--- src/rtl/desync_pkg.sv ---
package desync_pkg;

  typedef enum logic [1:0] {
    PH_IDLE = 2'd0,
    PH_WORD = 2'd1,
    PH_WAIT = 2'd2
  } phase_t;

  // Strobes from control to datapath
  typedef struct packed {
    logic cntClear;
    logic cntInc;
    logic desyncEvt;
  } ctrl_strb_t;

endpackage

--- src/rtl/desync_dp.sv ---
module desync_dp
  import desync_pkg::*;
#(
  parameter int CNT_W       = 8,
  parameter int SYNC_STAGES = 2
) (
  input  logic             clk,
  input  logic             rstN,
  input  logic             slvEnaN,
  input  logic [CNT_W-1:0] timeoutLimit,
  input  logic             irqEnable,
  input  logic             clrDesync,
  input  ctrl_strb_t       strb,
  output logic             enaActive,
  output logic             cntHit,
  output logic [CNT_W-1:0] cnt,
  output logic             desyncFlag,
  output logic             desyncIrq
);

  localparam int CMP_W = CNT_W + 1;

  // Enable synchronizer, reset to the inactive (high) level
  logic [SYNC_STAGES-1:0] syncQ;

  generate
    for (genvar s = 0; s < SYNC_STAGES; s++) begin : g_sync
      if (s == 0) begin : g_first
        always_ff @(posedge clk or negedge rstN) begin
          if (!rstN) syncQ[0] <= 1'b1;
          else       syncQ[0] <= slvEnaN;
        end
      end else begin : g_next
        always_ff @(posedge clk or negedge rstN) begin
          if (!rstN) syncQ[s] <= 1'b1;
          else       syncQ[s] <= syncQ[s-1];
        end
      end
    end
  endgenerate

  assign enaActive = ~syncQ[SYNC_STAGES-1];

  // Post-transfer tick counter
  logic [CMP_W-1:0] cntNext;

  assign cntNext = {1'b0, cnt} + CMP_W'(1);
  assign cntHit  = cntNext >= {1'b0, timeoutLimit};

  always_ff @(posedge clk or negedge rstN) begin
    if (!rstN)              cnt <= '0;
    else if (strb.cntClear) cnt <= '0;
    else if (strb.cntInc)   cnt <= cntNext[CNT_W-1:0];
  end

  // Sticky flag: a detection outranks a clear
  always_ff @(posedge clk or negedge rstN) begin
    if (!rstN)               desyncFlag <= 1'b0;
    else if (strb.desyncEvt) desyncFlag <= 1'b1;
    else if (clrDesync)      desyncFlag <= 1'b0;
  end

  assign desyncIrq = desyncFlag & irqEnable;

endmodule

--- src/rtl/desync_ctrl.sv ---
module desync_ctrl
  import desync_pkg::*;
(
  input  logic       clk,
  input  logic       rstN,
  input  logic       xferStart,
  input  logic       lastBitDone,
  input  logic       sclkTick,
  input  logic       enaActive,
  input  logic       cntHit,
  output phase_t     phase,
  output ctrl_strb_t strb
);

  phase_t phaseNext;

  always_comb begin
    phaseNext = phase;
    strb      = '0;
    unique case (phase)
      PH_IDLE: begin
        if (xferStart) phaseNext = PH_WORD;
      end
      PH_WORD: begin
        if (lastBitDone) begin
          strb.cntClear = 1'b1;
          phaseNext     = PH_WAIT;
        end else if (!enaActive) begin
          strb.desyncEvt = 1'b1;
          phaseNext      = PH_IDLE;
        end
      end
      PH_WAIT: begin
        if (!enaActive) begin
          phaseNext = PH_IDLE;
        end else if (sclkTick) begin
          if (cntHit) begin
            strb.desyncEvt = 1'b1;
            phaseNext      = PH_IDLE;
          end else begin
            strb.cntInc = 1'b1;
          end
        end
      end
      default: phaseNext = PH_IDLE;
    endcase
  end

  always_ff @(posedge clk or negedge rstN) begin
    if (!rstN) phase <= PH_IDLE;
    else       phase <= phaseNext;
  end

endmodule

--- src/rtl/spi_desync_monitor.sv ---
module spi_desync_monitor
  import desync_pkg::*;
#(
  parameter int CNT_W       = 8,
  parameter int SYNC_STAGES = 2
) (
  input  logic             clk,
  input  logic             rstN,
  input  logic             sclkTick,
  input  logic             xferStart,
  input  logic             lastBitDone,
  input  logic             slvEnaN,
  input  logic [CNT_W-1:0] timeoutLimit,
  input  logic             irqEnable,
  input  logic             clrDesync,
  output logic             desyncFlag,
  output logic             desyncIrq
);

  ctrl_strb_t       strb;
  phase_t           phase;
  logic             enaActive;
  logic             cntHit;
  logic [CNT_W-1:0] cnt;
  logic             desyncEvt;

  assign desyncEvt = strb.desyncEvt;

  desync_ctrl u_ctrl (
    .clk        (clk),
    .rstN       (rstN),
    .xferStart  (xferStart),
    .lastBitDone(lastBitDone),
    .sclkTick   (sclkTick),
    .enaActive  (enaActive),
    .cntHit     (cntHit),
    .phase      (phase),
    .strb       (strb)
  );

  desync_dp #(
    .CNT_W      (CNT_W),
    .SYNC_STAGES(SYNC_STAGES)
  ) u_dp (
    .clk         (clk),
    .rstN        (rstN),
    .slvEnaN     (slvEnaN),
    .timeoutLimit(timeoutLimit),
    .irqEnable   (irqEnable),
    .clrDesync   (clrDesync),
    .strb        (strb),
    .enaActive   (enaActive),
    .cntHit      (cntHit),
    .cnt         (cnt),
    .desyncFlag  (desyncFlag),
    .desyncIrq   (desyncIrq)
  );

endmodule

--- config.mk ---
export PLATFORM = sky130hd
export DESIGN_NAME = spi_desync_monitor
export DESIGN_NICKNAME = d
export VERILOG_FILES = /design/src/rtl/desync_pkg.sv /design/src/rtl/desync_dp.sv /design/src/rtl/desync_ctrl.sv /design/src/rtl/spi_desync_monitor.sv
export SDC_FILE = /design/constraint.sdc
export NUM_CORES = 1
export LEC_CHECK = 0
export ABC_CLOCK_PERIOD_IN_PS = 5700
export BUFFER_PORTS_ARGS = -buffer_cell sky130_fd_sc_hd__buf_4
export CAP_MARGIN = 25
export CELL_PAD_IN_SITES_DETAIL_PLACEMENT = 0
export CELL_PAD_IN_SITES_GLOBAL_PLACEMENT = 1
export CORE_ASPECT_RATIO = 0.7
export CORE_MARGIN = 1
export CORE_UTILIZATION = 45
export CTS_BUF_LIST = sky130_fd_sc_hd__clkbuf_16
export DETAILED_ROUTE_END_ITERATION = 7
export MAX_ROUTING_LAYER = met4
export PLACE_DENSITY = 0.9
export SYNTH_ARGS = -nofsm -noshare
export SYNTH_HDL_FRONTEND = slang
export SYNTH_SLANG_ARGS = --single-unit
--- constraint.sdc ---
create_clock -name clk -period 5.7 [get_ports clk]
set_clock_uncertainty 0.15 [all_clocks]
set_input_delay 0.285 -clock clk [delete_from_list [all_inputs] [get_ports clk]]
set_output_delay 0.285 -clock clk [all_outputs]
set_load 0.05 [all_outputs]
==> metrics.txt, run 1 <==
run status finished, final reports clean; Worst Path Class, Setup flop to flop; Avg Vias per Cell 5.39; met2 Usage GRT 30.1%; CTS Buffer Depth 2; worst-case reg-to-reg path depth 10; M1 GR Usage 31.4%; clock-pin transition on the worst setup and hold timing paths 0.05 ns; max frequency 0.321 GHz; Max Cap Violations 0; Leak 0.701 nW; I/O Pins 18; Final setup viols 0; Power Density 294 nW/um^2; FF+latch count, synth 13; # diodes 0; Compound-Gate Fraction of Synth Area 19.1%; die area 2610 sq um; top_reg_cell synth dfrtp_1; Syn Area/Cell 9.25 sq um; Skew-Pair Late Insertion Delay 0.25 ns; Synth Area in Adders 13.9%; EDFF count, synth 0; drc violations 0; # port buffers 17; DR iter-0 viols 24; WP data required 5.73 ns; xor and xnor fraction of the mapped netlist area 4.86%; DPL Wire Length 1.78 mm; global route overflow 0; RR Endpoint u_dp.cnt[5]; largest family of logic cells by synthesized area simple AND/OR/NAND/NOR gates; Syn Nets 145; worst reg-to-reg setup slack 2.58 ns; unrepaired setup endpoints after global routing no; mux cell area share after synthesis 1.85%; CP Max Fanout 11; dpl ws 2.61 ns; Root Buffer Master clkbuf_16; routed via count 900; gp weighted congestion 0.887; Fillers 200; post-layout min period 3.12 ns; Netlist cell types 41; VDD IR max 0.198 mV; WL per Instance 14.0 um; final slew viol count 0; row cnt 14; share of cells above drive strength 1 25.2%; initial antenna violation count 0; Worst Setup SP u_dp.cnt[0]; clock buffer count from CTS 3; ys async rst share 100%; Die Ht 43.0 um; final worst path period share 54.7%; CP Data Arrival Time 3.15 ns; Worst R2R Start u_dp.cnt[0]; largest net degree at the start of global routing 14; gr usage total 21.7%; synth warn 0; final wirelength 2.34 mm; relative slew slack 74.9%; Hold Crit Class input pin to flop; TNS Setup 0 ns; GR peak layer met1; CTS tree built; clk sinks 13; vias in the first global route 861; met3 usage 6.40%; Least-Margin Pin Slew 0.377 ns; CP Capture Point u_dp.cnt[5]; Chip Width 60.6 um; CTS H-Tree Depth 1; Critical Path Sink Type flop; Seq/Total Area, Yosys 30.3%; global-route wire length before repair 3.97 mm; simple-gate area share of the yosys netlist 22.9%; final worst slack 2.58 ns; 1st-pass router iterations 4; cell area after synthesis 1080 sq um; fin nets 164; Critical Path Source Type flop; Final Hold Viols 0; cells after synthesis 117; DRT antenna net count 0; Initial Util 49.0%; layout overhead on the synthesized area 21.7%; core area 2210 sq um
==> critical path, cell delays in order, from the launching register on <==
cell,delay (ns)
dfrtp_1,0.39
ha_1,0.23
and3_1,0.28
and3_1,0.23
xor2_1,0.16
ha_1,0.25
and3_2,0.21
and3_4,0.19
a21oi_4,0.30
or4b_1,0.49
a21oi_1,0.15
==> flip-flops by register name (all words and copies together) (netlist names) <==
signal,flops
u_dp.syncQ,2
u_dp.cnt,8
u_dp.desyncFlag,1
u_ctrl.phase,2
==> metrics by stage <==
| stage | cells | hold WS (ns) | power, mW | utilization [%] | area [sq um] |
|---|---|---|---|---|---|
| after floorplan | 117 | -0.161 | 0.210 | - | 1080 |
| after global placement | 161 | -0.00675 | 0.244 | 55.2 | 1220 |
| after detailed placement | 161 | -0.00810 | 0.248 | 55.2 | 1220 |
| after CTS | 167 | 0.130 | 0.388 | 59.7 | 1320 |
| after global routing | 167 | 0.146 | 0.407 | 59.7 | 1320 |
| final | 167 | 0.129 | 0.388 | 59.7 | 1320 |
==> cells in the final DEF (no fill, tap or decap), drive strengths merged, types with 4 or more instances in the layout <==
| master | synthesis | final |
|---|---|---|
| nand2 | 8 | 8 |
| nand2b | 4 | 4 |
| ha | 12 | 12 |
| xor2 | 4 | 4 |
| dfrtp | 11 | 11 |
| inv | 11 | 11 |
| nand3 | 6 | 6 |
| buf | 3 | 17 |
| a21oi | 10 | 10 |
| and3 | 8 | 8 |
| nor2 | 4 | 4 |
==> final cells by class <==
cell class	count	area, sq um	share of cell area, %
multi-input cells	87	677	51.4
flip-flops and latches	13	328	24.9
repair buffers	19	148	11.2
clock buffers	3	75.1	5.70
inverters	12	45.0	3.42
well taps	32	40.0	3.04
clock inverters	1	5.00	0.380
==> report_power, final <==
| group | switching [mW] | internal [mW] |
|---|---|---|
| logic | 0.0788 | 0.0555 |
| clock network | 0.0438 | 0.0936 |
| registers | 0.0101 | 0.106 |
| total | 0.133 | 0.255 |
==> cell usage after synthesis (all sizes together) (2+ instances only) <==
master  number  area, sq um
and2         3         18.8
nor2         4         15.0
nand2        8         30.0
clkbuf       2         11.3
nand3        6         40.0
xor2         4         35.0
mux2i        2         20.0
a31oi        2         12.5
and3         8         57.6
dfstp        2         52.6
or4b         2         20.0
dfrtp       11          275
a21o         2         15.0
xnor2        2         17.5
a21oi       10         61.3
a41o         2         22.5
buf          3         21.3
o41ai        2         17.5
inv         11         41.3
o31ai        3         22.5
nand2b       4         32.5
o21ai        2         21.3
ha          12          150
==> metal layers <==
layer  vias up  routed length [um]
li1        456                   -
met1       413                1190
met2        28                 996
met3         3                 134
met4         0                  14
met5         -                   0
==> cell families after synthesis <==
group / count (synthesis)
AOI/OAI and AO/OA: 27
xor gates and xnor gates: 6
adders and majority gates: 12
buffers and inverters: 17
DFF: 13
muxes: 2
and+or+nand+nor: 40
==> how the worst min path moves through the flow <==
stage	start	cells after the start	to
final	clrDesync	2	u_dp.desyncFlag
after CTS	clrDesync	2	u_dp.desyncFlag
after global placement	rstN	1	u_dp.desyncFlag
after detailed placement	rstN	1	u_dp.desyncFlag
after floorplan	rstN	0	u_ctrl.phase[0]
after global routing	clrDesync	2	u_dp.desyncFlag
==> what timing repair did <==
item                                   4_1_cts  5_1_grt
endpoints found under the hold margin       14        0
hold buffers                                 2        0
setup buffers                                0        0
gates resized for setup                      0        0
Power figures use the tool's default switching activity.
==> run 2: changes to the inputs <==
- ABC_CLOCK_PERIOD_IN_PS: 5700 -> 2500
- CORE_UTILIZATION: 45 -> 38
- PLACE_DENSITY: 0.9 -> 0.82
- clock period: 5.7 -> 2.5 ns (I/O delays scaled with it)
==> run 2 against run 1 <==
Net effect: the run now ends with setup timing left; fmax up 17%; via count grew 10%; die area rose by 18%; total power grew 140%; worst hold slack gained 0.00099 ns.
==> metrics.txt, run 2 (synthesis gave the netlist of run 1 again) <==
critical path's slowest cell or4b_4 (was or4b_1); post-layout min period 2.67 ns (was 3.12 ns); run status finished, violations left (was finished, final reports clean); commonest cells after routing, fill and taps aside buf_4, inv_1, ha_1, dfrtp_1, nand2_1 (was buf_4, ha_1, inv_1, dfrtp_1, a21oi_1); Buf/Inv on CP 0 (unchanged); gr usage total 22.0% (was 21.7%); final wirelength 3.00 mm (was 2.34 mm); unrepaired setup endpoints after global routing yes (was no); Largest register FFs 8 (unchanged); final worst slack -0.173 ns (was 2.58 ns); hold_ws 0.129 ns (about the same); final worst path period share 107% (was 54.7%); CTS tree built (unchanged); final slew viol count 0 (unchanged); Skew-Pair Late Insertion Delay 0.24 ns (was 0.25 ns); Worst Path Class, Setup flop to flop (unchanged); die area 3070 sq um (was 2610 sq um); global route overflow 0 (unchanged); Hold Crit Class input pin to asynchronous set/reset pin (was input pin to flop); largest net degree at the start of global routing 14 (unchanged); clock buffer count from CTS 3 (unchanged); Critical Path Sink Type flop (unchanged); CTS H-Tree Depth 1 (unchanged); DRT antenna net count 0 (unchanged); Final setup viols 11 (was 0); VDD IR max 0.439 mV (was 0.198 mV); global-route wire length before repair 4.62 mm (was 3.97 mm); core area 2570 sq um (was 2210 sq um); CTS Buffer Depth 2 (unchanged); crit-path cells ha_2 > and3_4 > and3_4 > xor2_2 > ha_1 > and3_4 > and3_4 > a21oi_4 > or4b_4 > a21oi_2 (was ha_1 > and3_1 > and3_1 > xor2_1 > ha_1 > and3_2 > and3_4 > a21oi_4 > or4b_1 > a21oi_1); failing checks setup timing; Avg Vias per Cell 5.17 (was 5.39); Least-Margin Pin Slew 0.345 ns (was 0.377 ns); vias in the first global route 965 (was 861); WP data required 2.52 ns (was 5.73 ns); WL per Instance 15.6 um (was 14.0 um); layout overhead on the synthesized area 54.3% (was 21.7%); Placed Instances 184 (was 161); DPL Wire Length 2.10 mm (was 1.78 mm); DR iter-0 viols 52 (was 24); Power Density 560 nW/um^2 (was 294 nW/um^2); Leak 0.831 nW (was 0.701 nW); Worst R2R Start u_dp.cnt[0] (unchanged); I/O Pins 18 (unchanged); drc violations 0 (unchanged); max frequency 0.374 GHz (was 0.321 GHz); Root Buffer Master clkbuf_16 (unchanged); Chip Width 65.8 um (was 60.6 um); # port buffers 17 (unchanged); Final Hold Viols 0 (unchanged); CP Data Arrival Time 2.70 ns (was 3.15 ns); Worst Setup SP u_dp.cnt[0] (unchanged); initial antenna violation count 0 (unchanged); Top reg by flops u_dp.cnt (unchanged); Critical Path Source Type flop (unchanged); 1st-pass router iterations 4 (unchanged); critical path's largest stage delay 0.48 ns (was 0.49 ns); Final Non-Filler Cells 192 (was 167); commonest non-fill, non-tap cell in the layout buf_4 (unchanged); CP Max Fanout 3 (was 11); relative slew slack 77.0% (was 74.9%); Initial Util 42.1% (was 49.0%); clk sinks 13 (unchanged); clock-pin transition on the worst setup and hold timing paths 0.05 ns (about the same); top cell family by delay on the critical path simple AND/OR/NAND/NOR gates (unchanged); critical path's most frequent cell and3_4; # diodes 0 (unchanged); Largest regs u_dp.cnt: 8 flops, u_ctrl.phase: 2 flops, u_dp.syncQ: 2 flops (unchanged); Die Ht 46.7 um (was 43.0 um); Max Cap Violations 0 (unchanged); row cnt 15 (was 14); share of cells above drive strength 1 46.8% (was 25.2%); fin nets 187 (was 164); gp weighted congestion 0.877 (was 0.887); routed via count 993 (was 900)
-- run 2: routing by layer --
layer	vias to the layer above	part of all wire [%]	track usage [%]
li1	500	-	-
met1	473	52	29.8
met2	16	44	31.6
met3	4	3.2	5.69
met4	0	0.70	6.96
met5	-	0	-
-- run 2: power breakdown --
part	switching, mW	leakage [nW]	internal, mW	total, mW
combinational	0.204	0.618	0.161	0.365
sequential	0.0223	0.172	0.241	0.263
clock	0.0932	0.0409	0.213	0.306
-- run 2: layout make-up --
cell class              instances  area (sq um)
inverters                      12          45.0
repair buffers                 42           347
clock inverters                 1          5.00
flip-flops and latches         13           328
clock buffers                   3          75.1
multi-input cells              87           828
well taps                      34          42.5
fillers                       186           901
-- run 2: what timing repair did --
action,in CTS,in global routing
setup buffers,1,0
hold buffers,3,0
setup endpoints to repair,11,11
resized for setup,12,17
hold endpoints to repair,15,0
pin swaps,6,6
-- run 2: stage by stage --
| step | area [sq um] | utilization, % | TNS [ns] | setup WS, ns | power [mW] |
|---|---|---|---|---|---|
| 3_5_place_dp | 1400 | 54.4 | -1.71 | -0.226 | 0.585 |
| 4_1_cts | 1570 | 61.0 | -0.563 | -0.119 | 0.924 |
| 2_1_floorplan | 1120 | - | -1.61 | -0.270 | 0.484 |
| 6_report | 1670 | 65.0 | -1.19 | -0.173 | 0.935 |
| 5_1_grt | 1670 | 65.0 | -2.19 | -0.259 | 0.986 |
| 3_3_place_gp | 1400 | 54.4 | -1.12 | -0.179 | 0.579 |
-- run 2: final timing paths --
check                                  end  slack [ns]  cells after the start
setup / recovery               u_dp.cnt[5]       -0.17                     10
hold / removal             u_dp.desyncFlag        0.13                      2
setup reg to reg               u_dp.cnt[5]       -0.17                     10
hold reg to reg              u_dp.syncQ[1]        0.20                      0
max in group asynchronous    u_dp.syncQ[1]        1.83                      2
min in group clk           u_dp.desyncFlag        0.14                      3
-- run 2: worst reg2reg max path: cells and delay by family, from the launching register on --
kind / cells / cell delay [ns]
compound gates: 2 / 0.26
xor+xnor: 1 / 0.14
fa+ha+maj: 2 / 0.51
flops: 1 / 0.39
simple gates: 5 / 1.16
